$ cat src/rtl/seqc_pkg.sv
package seqc_pkg;

    typedef enum logic [1:0] {
        ST_IDLE    = 2'd0,
        ST_STOPPED = 2'd1,
        ST_STREAM  = 2'd2,
        ST_TPAT    = 2'd3
    } seq_state_e;

    localparam int CODE_NONE    = 0;
    localparam int CODE_RUN     = 1;
    localparam int CODE_HALT    = 2;
    localparam int CODE_PATTERN = 3;
    localparam int CODE_PARK    = 4;

    localparam int ADDR_W      = 2;
    localparam logic [ADDR_W-1:0] A_CMD    = 2'd0;
    localparam logic [ADDR_W-1:0] A_STATE  = 2'd1;
    localparam logic [ADDR_W-1:0] A_SETTLE = 2'd2;
    localparam logic [ADDR_W-1:0] A_STATUS = 2'd3;

endpackage

$ cat src/rtl/seqc_cmd_decode.sv
module seqc_cmd_decode
    import seqc_pkg::*;
#(
    parameter int DATA_W = 16
) (
    input  logic [DATA_W-1:0] code_i,
    output logic              known_o,
    output seq_state_e        target_o
);

    always_comb begin
        known_o  = 1'b1;
        target_o = ST_IDLE;
        if (code_i == DATA_W'(CODE_RUN)) begin
            target_o = ST_STREAM;
        end else if (code_i == DATA_W'(CODE_HALT)) begin
            target_o = ST_STOPPED;
        end else if (code_i == DATA_W'(CODE_PATTERN)) begin
            target_o = ST_TPAT;
        end else if (code_i == DATA_W'(CODE_PARK)) begin
            target_o = ST_IDLE;
        end else begin
            known_o = 1'b0;
        end
    end

endmodule

$ cat src/rtl/seqc_settle_timer.sv
module seqc_settle_timer #(
    parameter int CNT_W = 8
) (
    input  logic             clk,
    input  logic             rst_n,
    input  logic             load_i,
    input  logic [CNT_W-1:0] load_val_i,
    output logic             busy_o,
    output logic             expire_o
);

    typedef struct packed {
        logic             busy;
        logic [CNT_W-1:0] cnt;
    } tmr_t;

    tmr_t t_d, t_q;

    always_comb begin
        t_d = t_q;
        if (load_i) begin
            t_d.busy = 1'b1;
            t_d.cnt  = load_val_i;
        end else if (t_q.busy) begin
            if (t_q.cnt == '0) begin
                t_d.busy = 1'b0;
            end else begin
                t_d.cnt = t_q.cnt - 1'b1;
            end
        end
    end

    always_ff @(posedge clk or negedge rst_n) begin
        if (!rst_n) begin
            t_q <= '0;
        end else begin
            t_q <= t_d;
        end
    end

    assign busy_o   = t_q.busy;
    assign expire_o = t_q.busy && (t_q.cnt == '0);

    AST_TIMER_NO_RELOAD: assert property (@(posedge clk) disable iff (!rst_n)
        load_i |-> !t_q.busy);
    AST_TIMER_ENDS: assert property (@(posedge clk) disable iff (!rst_n)
        (expire_o && !load_i) |=> !t_q.busy);

endmodule

$ cat src/rtl/seqc_core.sv
module seqc_core
    import seqc_pkg::*;
#(
    parameter int DATA_W = 16,
    parameter int CNT_W  = 8
) (
    input  logic              clk,
    input  logic              rst_n,
    input  logic              cmd_wr_i,
    input  logic [DATA_W-1:0] wdata_i,
    input  logic              err_clr_i,
    input  logic [CNT_W-1:0]  settle_i,
    output logic [DATA_W-1:0] cmd_o,
    output seq_state_e        state_o,
    output logic              cfg_en_o,
    output logic              algo_en_o,
    output logic              err_o
);

    typedef struct packed {
        logic [DATA_W-1:0] cmd;
        seq_state_e        st;
        logic              err;
        logic              cfg_en;
        logic              algo_en;
    } core_t;

    core_t r_d, r_q;

    logic       dec_known;
    seq_state_e dec_target;
    logic       tmr_busy, tmr_expire, tmr_load;
    logic       pending, accept;

    seqc_cmd_decode #(.DATA_W(DATA_W)) u_dec (
        .code_i   (r_q.cmd),
        .known_o  (dec_known),
        .target_o (dec_target)
    );

    seqc_settle_timer #(.CNT_W(CNT_W)) u_tmr (
        .clk        (clk),
        .rst_n      (rst_n),
        .load_i     (tmr_load),
        .load_val_i (settle_i),
        .busy_o     (tmr_busy),
        .expire_o   (tmr_expire)
    );

    assign pending  = (r_q.cmd != '0);
    assign accept   = pending && !tmr_busy;
    assign tmr_load = accept && dec_known;

    always_comb begin
        r_d = r_q;
        if (cmd_wr_i && !pending) begin
            r_d.cmd = wdata_i;
        end
        if (err_clr_i) begin
            r_d.err = 1'b0;
        end
        if (accept) begin
            if (dec_known) begin
                r_d.st = dec_target;
            end else begin
                r_d.cmd = '0;
                r_d.err = 1'b1;
            end
        end
        if (tmr_expire) begin
            r_d.cmd = '0;
        end
        r_d.cfg_en  = (r_d.st == ST_STOPPED);
        r_d.algo_en = (r_d.st == ST_STOPPED) || (r_d.st == ST_STREAM);
    end

    always_ff @(posedge clk or negedge rst_n) begin
        if (!rst_n) begin
            r_q.cmd     <= '0;
            r_q.st      <= ST_IDLE;
            r_q.err     <= 1'b0;
            r_q.cfg_en  <= 1'b0;
            r_q.algo_en <= 1'b0;
        end else begin
            r_q <= r_d;
        end
    end

    assign cmd_o     = r_q.cmd;
    assign state_o   = r_q.st;
    assign cfg_en_o  = r_q.cfg_en;
    assign algo_en_o = r_q.algo_en;
    assign err_o     = r_q.err;

    AST_STATE_ONLY_ON_ACCEPT: assert property (@(posedge clk) disable iff (!rst_n)
        !tmr_load |=> $stable(r_q.st));
    AST_CLEAR_ON_EXPIRE: assert property (@(posedge clk) disable iff (!rst_n)
        tmr_expire |=> (r_q.cmd == '0) && !tmr_busy);
    AST_PENDING_HELD: assert property (@(posedge clk) disable iff (!rst_n)
        (pending && tmr_busy && !tmr_expire) |=> $stable(r_q.cmd));
    AST_UNKNOWN_DROPPED: assert property (@(posedge clk) disable iff (!rst_n)
        (accept && !dec_known) |=> (r_q.cmd == '0) && r_q.err && $stable(r_q.st));
    AST_CFG_ONLY_STOPPED: assert property (@(posedge clk) disable iff (!rst_n)
        r_q.cfg_en |-> (r_q.st == ST_STOPPED));
    AST_ALGO_BLOCKED: assert property (@(posedge clk) disable iff (!rst_n)
        ((r_q.st == ST_IDLE) || (r_q.st == ST_TPAT)) |-> !r_q.algo_en);

endmodule

$ cat src/rtl/stream_seq_ctrl.sv
module stream_seq_ctrl
    import seqc_pkg::*;
#(
    parameter int DATA_W       = 16,
    parameter int SET_W        = 8,
    parameter int SETTLE_RESET = 4
) (
    input  logic              clk,
    input  logic              rst_n,
    input  logic              reg_we,
    input  logic [1:0]        reg_addr,
    input  logic [DATA_W-1:0] reg_wdata,
    output logic [DATA_W-1:0] reg_rdata,
    output logic [1:0]        seq_state,
    output logic              config_apply_en,
    output logic              algo_update_en,
    output logic              cmd_error
);

    localparam int ST_PAD  = DATA_W - 2;
    localparam int SET_PAD = DATA_W - SET_W;
    localparam int ERR_PAD = DATA_W - 1;

    typedef struct packed {
        logic [SET_W-1:0] settle;
    } host_t;

    host_t h_d, h_q;

    logic              cmd_wr, err_clr;
    logic [DATA_W-1:0] cmd_val;
    seq_state_e        st;

    assign cmd_wr  = reg_we && (reg_addr == A_CMD);
    assign err_clr = reg_we && (reg_addr == A_STATUS) && reg_wdata[0];

    always_comb begin
        h_d = h_q;
        if (reg_we && (reg_addr == A_SETTLE)) begin
            h_d.settle = reg_wdata[SET_W-1:0];
        end
    end

    always_ff @(posedge clk or negedge rst_n) begin
        if (!rst_n) begin
            h_q.settle <= SET_W'(SETTLE_RESET);
        end else begin
            h_q <= h_d;
        end
    end

    seqc_core #(.DATA_W(DATA_W), .CNT_W(SET_W)) u_core (
        .clk       (clk),
        .rst_n     (rst_n),
        .cmd_wr_i  (cmd_wr),
        .wdata_i   (reg_wdata),
        .err_clr_i (err_clr),
        .settle_i  (h_q.settle),
        .cmd_o     (cmd_val),
        .state_o   (st),
        .cfg_en_o  (config_apply_en),
        .algo_en_o (algo_update_en),
        .err_o     (cmd_error)
    );

    always_comb begin
        case (reg_addr)
            A_CMD:    reg_rdata = cmd_val;
            A_STATE:  reg_rdata = {{ST_PAD{1'b0}}, st};
            A_SETTLE: reg_rdata = {{SET_PAD{1'b0}}, h_q.settle};
            default:  reg_rdata = {{ERR_PAD{1'b0}}, cmd_error};
        endcase
    end

    assign seq_state = st;

    AST_ERR_CLEAR: assert property (@(posedge clk) disable iff (!rst_n)
        (cmd_error && err_clr && $stable(cmd_val)) |=> !cmd_error);

endmodule

$ cat config.mk
export PLATFORM = sky130hd
export DESIGN_NAME = stream_seq_ctrl
export DESIGN_NICKNAME = d
export VERILOG_FILES = /design/src/rtl/seqc_pkg.sv /design/src/rtl/seqc_cmd_decode.sv /design/src/rtl/seqc_settle_timer.sv /design/src/rtl/seqc_core.sv /design/src/rtl/stream_seq_ctrl.sv
export SDC_FILE = /design/constraint.sdc
export NUM_CORES = 1
export LEC_CHECK = 0
export BUFFER_PORTS_ARGS = -buffer_cell sky130_fd_sc_hd__clkbuf_2
export CAP_MARGIN = 20
export CORE_ASPECT_RATIO = 0.7
export CORE_UTILIZATION = 50
export CTS_BUF_LIST = sky130_fd_sc_hd__clkbuf_16
export DETAILED_ROUTE_END_ITERATION = 10
export PLACE_DENSITY = 0.78
export SKIP_LAST_GASP = 1
export SYNTH_ARGS = -nofsm -noshare
export SYNTH_HDL_FRONTEND = slang
export SYNTH_SLANG_ARGS = --single-unit
$ cat constraint.sdc
create_clock -name clk -period 6.8 [get_ports clk]
set_input_delay 0.34 -clock clk [delete_from_list [all_inputs] [get_ports clk]]
set_output_delay 0.34 -clock clk [all_outputs]
set_load 0.01 [all_outputs]
==> reports/qor.yml, run 1 <==
run_status:
  status: "finished, final reports clean"
synth:
  netlist_area_mm2: 0.00203
  synth_top_area_cell: "dfrtp_1"
  dominantRegCellSynth: "dfrtp_1"
  synth.avg_cell_area_um2: 10.7
  synth_cell_types: 44
  syn_nets: 212
  synth_top_cell_area_share_pct: 45.7
  synth_edf_count: 0
  netlist_top_cells_count: "37 x dfrtp_1, 16 x a31oi_1, 12 x nor2_1"
  netlist_instances: 189
  ys_ff_latch: 38
  yosysMostFrequentCell: "dfrtp_1"
  async_flop_share_pct: 100
  synth_seq_area_share_pct: 47.0
  ys_top_cells_by_area: "dfrtp_1 46%, mux2_2 5.0%, a31oi_1 4.9%"
  yosys_warnings: 0
floorplan:
  io_pins: 42
  fp.coreArea_mm2: 0.00369
  dieHeight_um: 55.3
  die-area_mm2: 0.00431
  rows: 18
  start_util_pct: 54.8
  die_w_um: 78.1
clock_network:
  cts_buffers: 5
  root_buffer: "clkbuf_16"
  cts.sinks: 38
  clk_pin_slew_ps: 60
  cts_tree: "yes"
  cts-htree-levels: 2
  cts_hold_buf: 0
  post-cts-setup-buffers: 0
  clock_latency_ps: 280
  cts_resized: 0
  clock_path_buffers: 2
setup_path:
  cp.arrival_ps: 2820
  required_ps: 7030
  path_max_fanout: 11
  end_kind: "flip-flop"
  r2r_cells: 6
  critPathKind: "flip-flop to flip-flop"
  start_kind: "flip-flop"
placed_design:
  gp_congestion: 0.872
  dp_cells: 268
  io_buffers: 41
  dp_hpwl_um: 3540
power:
  p_total_w: 0.000901
  irDropWorstVdd_uv: 196
  powerDensity_mw_per_mm2: 380
  leakagePower_nw: 1.14
timing:
  slew_viol_final: 0
  fmax_mhz: 385
  slew_headroom_pct: 30.2
  period_share_pct: 38.2
  fin_tns_setup_ps: 0
  rsz0062_at_grt: "no"
  worst_pin_slew_ps: 1040
  holdWs_ps: 202
  setup_viol: 0
  fin_crit_ps: 2590
  fin_skew_ps: 5.68
  hold_viol: 0
route:
  first_pass_iters: 5
  viasPerCell: 6.00
  antenna_left: 0
  wl_per_cell_um: 17.9
  drt_iter0_drc: 80
  drt_wl_total_um: 4950
  vias: 1657
  drc: 0
grt:
  grt_pass1_vias: 1583
  grt_pass1_wl_um: 8110
  grt_usage_pct: 25.5
  grt_max_degree: 39
  overflow: 0
  antenna_found_initial: 0
final_layout:
  multi_input_area_um2: 986
  layoutNonFillerInstCount: 276
  layout.nets: 248
  fillCellCount: 317
  synthToLayoutAreaGrowth_pct: 16.9
  diodes: 0
  regArea_um2: 952
  drive_gt1_share_pct: 32.7
hold_path:
  hold_class: "input pin to asynchronous set/reset pin"
flow_run:
  maxCapViolations: 0
[final timing paths]
path | startpoint | to | slack, ps
worst max-delay path | u_core.cmd_o[7]$_DFF_PN0_ | u_core.algo_en_o$_DFF_PN0_ | 4210
worst min-delay path | rst_n | h_q[7]$_DFFE_PN0P_ | 200
worst max register to register | u_core.cmd_o[7]$_DFF_PN0_ | u_core.algo_en_o$_DFF_PN0_ | 4210
worst min register to register | u_core.cmd_o[9]$_DFF_PN0_ | u_core.cmd_o[9]$_DFF_PN0_ | 530
max in group asynchronous | rst_n | u_core.u_tmr.t_q[3]$_DFFE_PN0P_ | 5990
min in group clk | reg_wdata[5] | h_q[5]$_DFFE_PN0P_ | 310
[cell type report]
class                   count  area share [%]
repair buffers             41            8.66
flip-flops and latches     38            40.2
inverters                   7            1.11
multi-input cells         132            41.6
clock inverters             3           0.475
clock buffers               5            5.28
well taps                  50            2.64
[cell families after synthesis]
group,count (synthesis),synth area share (%)
buffers and inverters,19,4.32
adders and majority gates,2,1.24
and+or+nand+nor,69,22.5
DFF,38,47.0
AOI/OAI and AO/OA,42,14.4
muxes,19,10.6
[placed cells by master (no fill, tap or decap), types with 2 or more instances in the layout]
master	instances
or4_4	2
nand2_1	2
nand2b_1	3
mux2_2	9
mux2i_1	9
or4_1	3
and2_1	10
o21ai_0	7
or3_1	3
o21a_1	2
dfrtp_1	37
clkbuf_2	41
a221o_1	4
ha_1	2
nor2_1	12
clkbuf_16	5
a21oi_1	4
o311ai_1	2
nand4_1	2
nor2b_1	2
nand3b_1	2
inv_1	10
nor3_1	8
a31oi_1	16
nand3_1	4
nor3_2	10
[routing by layer]
layer | share of wire [%] | GRT usage, % | up-vias
met5 | 0 | 0 | -
met4 | 1.5 | 8.20 | 0
met3 | 5.6 | 9.09 | 9
met2 | 43 | 35.2 | 48
met1 | 50 | 37.2 | 823
li1 | - | - | 777
[power breakdown]
part / total, W / switching, W / internal (W)
Sequential: 0.000346 / 0.0000640 / 0.000282
Clock: 0.000217 / 0.0000853 / 0.000132
Combinational: 0.000338 / 0.000200 / 0.000138
[through the flow]
step	cell area (µm²)	setup slack (ps)	utilization, %
after detailed placement	2230	4240	60.4
final	2370	4210	64.1
after floorplan	2030	4560	-
after global placement	2230	4330	60.4
after CTS	2370	4230	64.1
after global routing	2370	4030	64.1
[critical path, cell delays in order (launching register included)]
cell     delay, ps
dfrtp_1        390
or4_1          630
nor4_4         490
and2_1         470
mux2i_1        260
ha_1           250
inv_1           50
[state kept, by name (all words and copies together), names as in the netlist, named ones only]
register             cells
h_q                      8
u_core.algo_en_o         1
u_core.cfg_en_o          1
u_core.cmd_o            16
u_core.err_o             1
u_core.u_tmr.busy_o      1
u_core.u_tmr.t_q         8
No activity file was read; power rests on OpenSTA's default activity.
==> run 2, diff against run 1 <==
- clock period: 6.8 -> 2.5 ns (I/O delays scaled with it)
==> reports/qor.yml, run 2 (synthesis gave the netlist of run 1 again) <==
run_status:
  violations: "hold timing"
  status: "complete, but fails checks"
route:
  drt_wl_total_um: 4930  # -0.40%
  vias: 1712  # +3.3%
  drt_iter0_drc: 128  # +60%
  antenna_left: 0  # unchanged
  drc: 0  # unchanged
  first_pass_iters: 4  # -1
  viasPerCell: 6.09  # +1.5%
  wl_per_cell_um: 17.5  # -2.2%
grt:
  grt_max_degree: 39  # unchanged
  grt_pass1_wl_um: 8100  # about the same
  overflow: 0  # unchanged
  antenna_found_initial: 0  # unchanged
  grt_pass1_vias: 1600  # +1.1%
  grt_usage_pct: 25.4  # -0.16 points
setup_path:
  crit_chain: "or4_1 > nor4_4 > and2_1 > mux2i_1 > ha_1 > inv_1"
  cp-startpoint: "u_core.cmd_o[7]$_DFF_PN0_"
  path_max_fanout: 4  # -7
  cp_num_buf_inv: 1  # unchanged
  cp.depth: 6  # unchanged
  required_ps: 2730  # -4300 ps
  critPathKind: "flip-flop to flip-flop"
  r2r-end: "u_core.algo_en_o$_DFF_PN0_"
  slowest_delay_ps: 620  # about the same
  regToRegSetupSlack_ps: 360  # -3840 ps
  cp.arrival_ps: 2360  # -460 ps
  r2r_cells: 6  # unchanged
  start_kind: "flip-flop"
  end_kind: "flip-flop"
  cp_top_family: "simple AND/OR/NAND/NOR gates"
  endpoint: "u_core.algo_en_o$_DFF_PN0_"
  regToRegStartpoint: "u_core.cmd_o[7]$_DFF_PN0_"
  crit_slowest_cell: "or4_1"
clock_network:
  root_buffer: "clkbuf_16"
  cts-htree-levels: 2  # unchanged
  clk_pin_slew_ps: 50  # about the same
  cts.sinks: 38  # unchanged
  clock_path_buffers: 2  # unchanged
  cts_hold_buf: 0  # unchanged
  cts_tree: "yes"
  post-cts-setup-buffers: 0  # unchanged
  clock_latency_ps: 290  # about the same
  cts_buffers: 5  # unchanged
  cts_resized: 0  # unchanged
power:
  pwr-share-comb_pct: 38.8  # +1.3 points
  irDropWorstVdd_uv: 534  # +170%
  pwr-share-clk_pct: 23.7  # -0.4 points
  powerDensity_mw_per_mm2: 1050  # +170%
  netSwitchingPower_w: 0.000969  # +180%
  p_sw_share_pct: 38.5  # -0.22 points
  leakagePower_nw: 1.16  # +1.7%
  internal-power_w: 0.00155  # +180%
  power_frac_seq_pct: 37.4  # -1.0 points
final_layout:
  diodes: 0  # unchanged
  layout_commonest_cell: "clkbuf_2"
  final_cell_mix: "41 x clkbuf_2, 37 x dfrtp_1, 16 x a31oi_1"
  regArea_um2: 952  # unchanged
  multi_input_area_um2: 986  # unchanged
  fillCellCount: 303  # -4.4%
  largest_reg_flops: 16  # unchanged
  layout.nets: 253  # +2.0%
  drive_gt1_share_pct: 34.6  # +1.9 points
  finish.utilization_pct: 65.2  # +1.1 points
  synthToLayoutAreaGrowth_pct: 18.8
floorplan:
  start_util_pct: 54.8  # unchanged
  die_w_um: 78.1  # unchanged
  fp.coreArea_mm2: 0.00369  # unchanged
  dieHeight_um: 55.3  # unchanged
  io_pins: 42  # unchanged
  rows: 18  # unchanged
  die-area_mm2: 0.00431  # unchanged
hold_path:
  hold_class: "input pin to asynchronous set/reset pin"
timing:
  fin_tns_setup_ps: 0  # unchanged
  fin_skew_ps: 2.99  # -2.69 ps
  fin_crit_ps: 2140  # -456 ps
  slew_viol_final: 0  # unchanged
  timing.final.ws_setup_ps: 361  # -3840 ps
  hold_viol: 37  # +37
  slew_headroom_pct: 32.3  # +2.1 points
  period_share_pct: 85.5  # +47 points
  holdWs_ps: -27.0  # -229 ps
  fmax_mhz: 468  # +21%
  worst_pin_slew_ps: 1010  # -26.1 ps
  setup_viol: 0  # unchanged
  rsz0062_at_grt: "no"
placed_design:
  io_buffers: 41  # unchanged
  place_worst_setup_slack_ps: 410  # -3830 ps
  dp_hpwl_um: 3500  # -1.2%
  gp_congestion: 0.809  # -7.3%
flow_run:
  maxCapViolations: 0  # unchanged
run 2: cell count changes in the layout (fill, tap and decap cells not counted), sizes merged:
| cell | change |
|---|---|
| inv | -2 |
| buf | +5 |
| clkinv | +2 |
run 2: cell type report:
type                            count  share of cell area [%]
Timing Repair Buffer               46                    10.1
Sequential cell                    38                    39.6
Clock buffer                        5                    5.20
Tap cell                           50                    2.60
Inverter                            7                    1.09
Clock inverter                      3                   0.520
Multi-Input combinational cell    132                    41.0
run 2: worst min-delay path by stage:
stage | cells past startpoint | from | slack (ps) | to
finish | 1 | rst_n | -30 | u_core.cmd_o[11]$_DFF_PN0_
global route | 1 | rst_n | 50 | u_core.cmd_o[5]$_DFF_PN0_
CTS | 1 | rst_n | 5 | u_core.cmd_o[7]$_DFF_PN0_
detailed placement | 1 | rst_n | 310 | u_core.cmd_o[11]$_DFF_PN0_
global placement | 1 | rst_n | 300 | u_core.cmd_o[10]$_DFF_PN0_
floorplan | 0 | rst_n | -170 | asynchronous set/reset pin
run 2: metal layers:
| layer | wire length, µm | GRT usage, % |
|---|---|---|
| met1 | 2440 | 39.1 |
| met2 | 2050 | 33.5 |
| met3 | 385 | 7.93 |
| met4 | 52 | 7.94 |
| met5 | 0 | 0 |
run 2: power by group through the flow:
| stage | logic (W) | registers (W) | clock network, W |
|---|---|---|---|
| 6_report | 0.000977 | 0.000943 | 0.000597 |
| 5_1_grt | 0.00108 | 0.000969 | 0.000624 |
| 4_1_cts | 0.000968 | 0.000937 | 0.000605 |
| 3_5_place_dp | 0.000959 | 0.000946 | 0 |
| 3_3_place_gp | 0.000935 | 0.000942 | 0 |
| 2_1_floorplan | 0.000746 | 0.000881 | 0 |
run 2: stage by stage:
step	cell area, µm²	total power [W]	cells
6_report	2410	0.00252	281
2_1_floorplan	2030	0.00163	189
3_5_place_dp	2270	0.00190	273
4_1_cts	2410	0.00251	281
5_1_grt	2410	0.00268	281
3_3_place_gp	2270	0.00188	273
run 2: worst register-to-register path: cells and delay by family, from the launching register on:
family | cells | cell delay [ps]
multiplexers | 1 | 230
adder cells (fa/ha/maj) | 1 | 250
AND/OR/NAND/NOR | 3 | 1150
flip-flops | 1 | 390
buffers and inverters | 1 | 60
==> run 3, diff against run 2 <==
- ABC_AREA: not set -> 1
==> reports/qor.yml, run 3 <==
route:
  viasPerCell: 5.02  # -18%
  vias: 1761  # +2.9%
  drc: 0  # unchanged
  first_pass_iters: 4  # unchanged
  drt_iter0_drc: 160  # +25%
  drt_wl_total_um: 4440  # -9.8%
  wl_per_cell_um: 12.6  # -28%
  antenna_left: 0  # unchanged
synth:
  netlist_area_mm2: 0.00211  # +4.3%
  syn_nets: 278  # +31%
  netlist_instances: 255  # +35%
  yosys_warnings: 0  # unchanged
  synth_cell_types: 32  # -27%
  synth_edf_count: 0  # unchanged
  netlist_top_cells_count: "56 x nand2_1, 40 x nor2_1, 37 x dfrtp_1"
  dominantRegCellSynth: "dfrtp_1"
  synth_top_area_cell: "dfrtp_1"
  ys_ff_latch: 38  # unchanged
  synth_top_cell_area_share_pct: 43.8  # -1.9 points
  ys_top_cells_by_area: "dfrtp_1 44%, nand2_1 9.9%, nor2_1 7.1%"
  yosysMostFrequentCell: "nand2_1"
  async_flop_share_pct: 100  # unchanged
  synth_seq_area_share_pct: 45.1  # -1.9 points
  synth.avg_cell_area_um2: 8.29  # -23%
grt:
  antenna_found_initial: 0  # unchanged
  grt_pass1_wl_um: 7510  # -7.2%
  overflow: 0  # unchanged
  grt_pass1_vias: 1607  # +0.44%
  grt_usage_pct: 22.4  # -3.0 points
  grt_max_degree: 39  # unchanged
final_layout:
  layout_commonest_cell: "nand2_1"
  fillCellCount: 334  # +10%
  diodes: 0  # unchanged
  postLayoutCellArea_mm2: 0.00248  # +3.1%
  synthToLayoutAreaGrowth_pct: 17.4
  final_cell_mix: "56 x nand2_1, 41 x clkbuf_2, 40 x nor2_1"
  layout.nets: 322  # +27%
  finish.utilization_pct: 62.1  # -3.1 points
  largest_reg_flops: 16  # unchanged
  regArea_um2: 952  # unchanged
  drive_gt1_share_pct: 27.8  # -6.9 points
  multi_input_area_mm2: 0.00101  # +2.4%
floorplan:
  io_pins: 42  # unchanged
  die_w_um: 79.7  # +2.1%
  start_util_pct: 52.9  # -1.9 points
  fp.coreArea_mm2: 0.00399  # +8.1%
  dieHeight_um: 56.4  # +2.1%
  die-area_mm2: 0.00449  # +4.2%
  rows: 19  # +1
setup_path:
  cp.arrival_ps: 2010  # -350 ps
  regToRegSetupSlack_ps: 700  # +340 ps
  end_kind: "flip-flop"
  required_ps: 2710  # -20 ps
  path_max_fanout: 7  # +3
  start_kind: "flip-flop"
  critPathKind: "flip-flop to flip-flop"
timing:
  fmax_mhz: 556  # +19%
  holdWs_ps: -21.2  # +5.84 ps
  setup_viol: 0  # unchanged
  hold_viol: 37  # unchanged
  timing.final.ws_setup_ps: 701  # +339 ps
  fin_skew_ps: 1.78  # -1.21 ps
  fin_tns_setup_ps: 0  # unchanged
  slew_viol_final: 0  # unchanged
  slew_headroom_pct: 38.0  # +5.7 points
  fin_crit_ps: 1800  # -339 ps
  rsz0062_at_grt: "no"
  worst_pin_slew_ps: 930  # -84.8 ps
  period_share_pct: 72.0  # -14 points
placed_design:
  gp_congestion: 0.866  # +7.1%
  io_buffers: 41  # unchanged
  place_area_mm2: 0.00235  # +3.5%
  place_worst_setup_slack_ps: 743  # +333 ps
  dp_hpwl_um: 3220  # -8.2%
run_status:
  violations: "hold timing"
  status: "complete, but fails checks"
clock_network:
  clock_latency_ps: 280  # about the same
  post-cts-setup-buffers: 0  # unchanged
  clock_path_buffers: 2  # unchanged
  cts_resized: 0  # unchanged
  cts.sinks: 38  # unchanged
  cts-htree-levels: 2  # unchanged
  clk_pin_slew_ps: 50  # about the same
  cts_buffers: 5  # unchanged
  cts_hold_buf: 0  # unchanged
  root_buffer: "clkbuf_16"
  cts_tree: "yes"
power:
  internal-power_w: 0.00193  # +25%
  p_sw_share_pct: 46.9  # +8.4 points
  irDropWorstVdd_uv: 731  # +37%
  leakagePower_nw: 1.30  # +12%
  pwr-share-comb_pct: 56.4  # +18 points
  power_frac_seq_pct: 27.9  # -9.5 points
  powerDensity_mw_per_mm2: 1470  # +41%
  netSwitchingPower_w: 0.00171  # +77%
  pwr-share-clk_pct: 15.7  # -8.0 points
flow_run:
  maxCapViolations: 0  # unchanged
hold_path:
  hold_class: "input pin to asynchronous set/reset pin"
==> run 3: logic make-up after synthesis <==
family / count (synthesis) / synth area share (%)
AND/OR/NAND/NOR: 134 / 30.4
flip-flops: 38 / 45.1
AO/OA/AOI/OAI: 34 / 9.83
buffers and inverters: 34 / 7.16
multiplexers: 8 / 4.26
XOR/XNOR: 5 / 2.07
adder cells (fa/ha/maj): 2 / 1.18
==> run 3: routing by layer <==
| layer | global-route usage (%) | part of all wire, % | vias up |
|---|---|---|---|
| met5 | 0 | 0 | - |
| met4 | 6.75 | 1.2 | 0 |
| met3 | 5.85 | 6.1 | 8 |
| met2 | 30.3 | 41 | 57 |
| met1 | 34.6 | 52 | 797 |
| li1 | - | - | 899 |
==> run 3: metrics by stage <==
step / power [W] / cells
final: 0.00365 / 351
after global routing: 0.00398 / 351
after CTS: 0.00367 / 351
after detailed placement: 0.00307 / 344
after global placement: 0.00304 / 344
after floorplan: 0.00269 / 255
==> run 3: power by group through the flow <==
stage / Clock (W) / Sequential [W] / Combinational (W)
floorplan: 0 / 0.000998 / 0.00169
finish: 0.000572 / 0.00102 / 0.00206
global placement: 0 / 0.00102 / 0.00202
global route: 0.000613 / 0.00104 / 0.00232
CTS: 0.000581 / 0.00101 / 0.00207
detailed placement: 0 / 0.00102 / 0.00205
==> run 3: critical path, stage by stage, from the launching register on <==
cell,delay (ps)
dfrtp_1,380
inv_1,130
ha_1,260
nand3_2,180
o21ai_4,310
inv_2,100
nor2_4,210
nand2_1,80
nand3_1,70
==> run 3: area by class of cell <==
cell class | count | share of cell area (%)
Timing Repair Buffer | 42 | 8.57
Clock inverter | 2 | 0.303
Clock buffer | 5 | 5.04
Tap cell | 52 | 2.62
Sequential cell | 38 | 38.4
Multi-Input combinational cell | 183 | 40.7
Inverter | 29 | 4.39
==> run 3: path summary, 6_finish.rpt <==
kind,cells past startpoint,from,endpoint
worst max-delay path,8,u_core.u_tmr.t_q[0]$_DFFE_PN0P_,u_core.u_tmr.t_q[7]$_DFFE_PN0P_
worst min-delay path,1,rst_n,asynchronous set/reset pin
worst max register to register,8,u_core.u_tmr.t_q[0]$_DFFE_PN0P_,u_core.u_tmr.t_q[7]$_DFFE_PN0P_
worst min register to register,2,u_core.u_tmr.t_q[0]$_DFFE_PN0P_,u_core.u_tmr.t_q[0]$_DFFE_PN0P_
max in group asynchronous,1,rst_n,h_q[5]$_DFFE_PN0P_
min in group clk,2,reg_wdata[2],h_q[2]$_DFFE_PN1P_
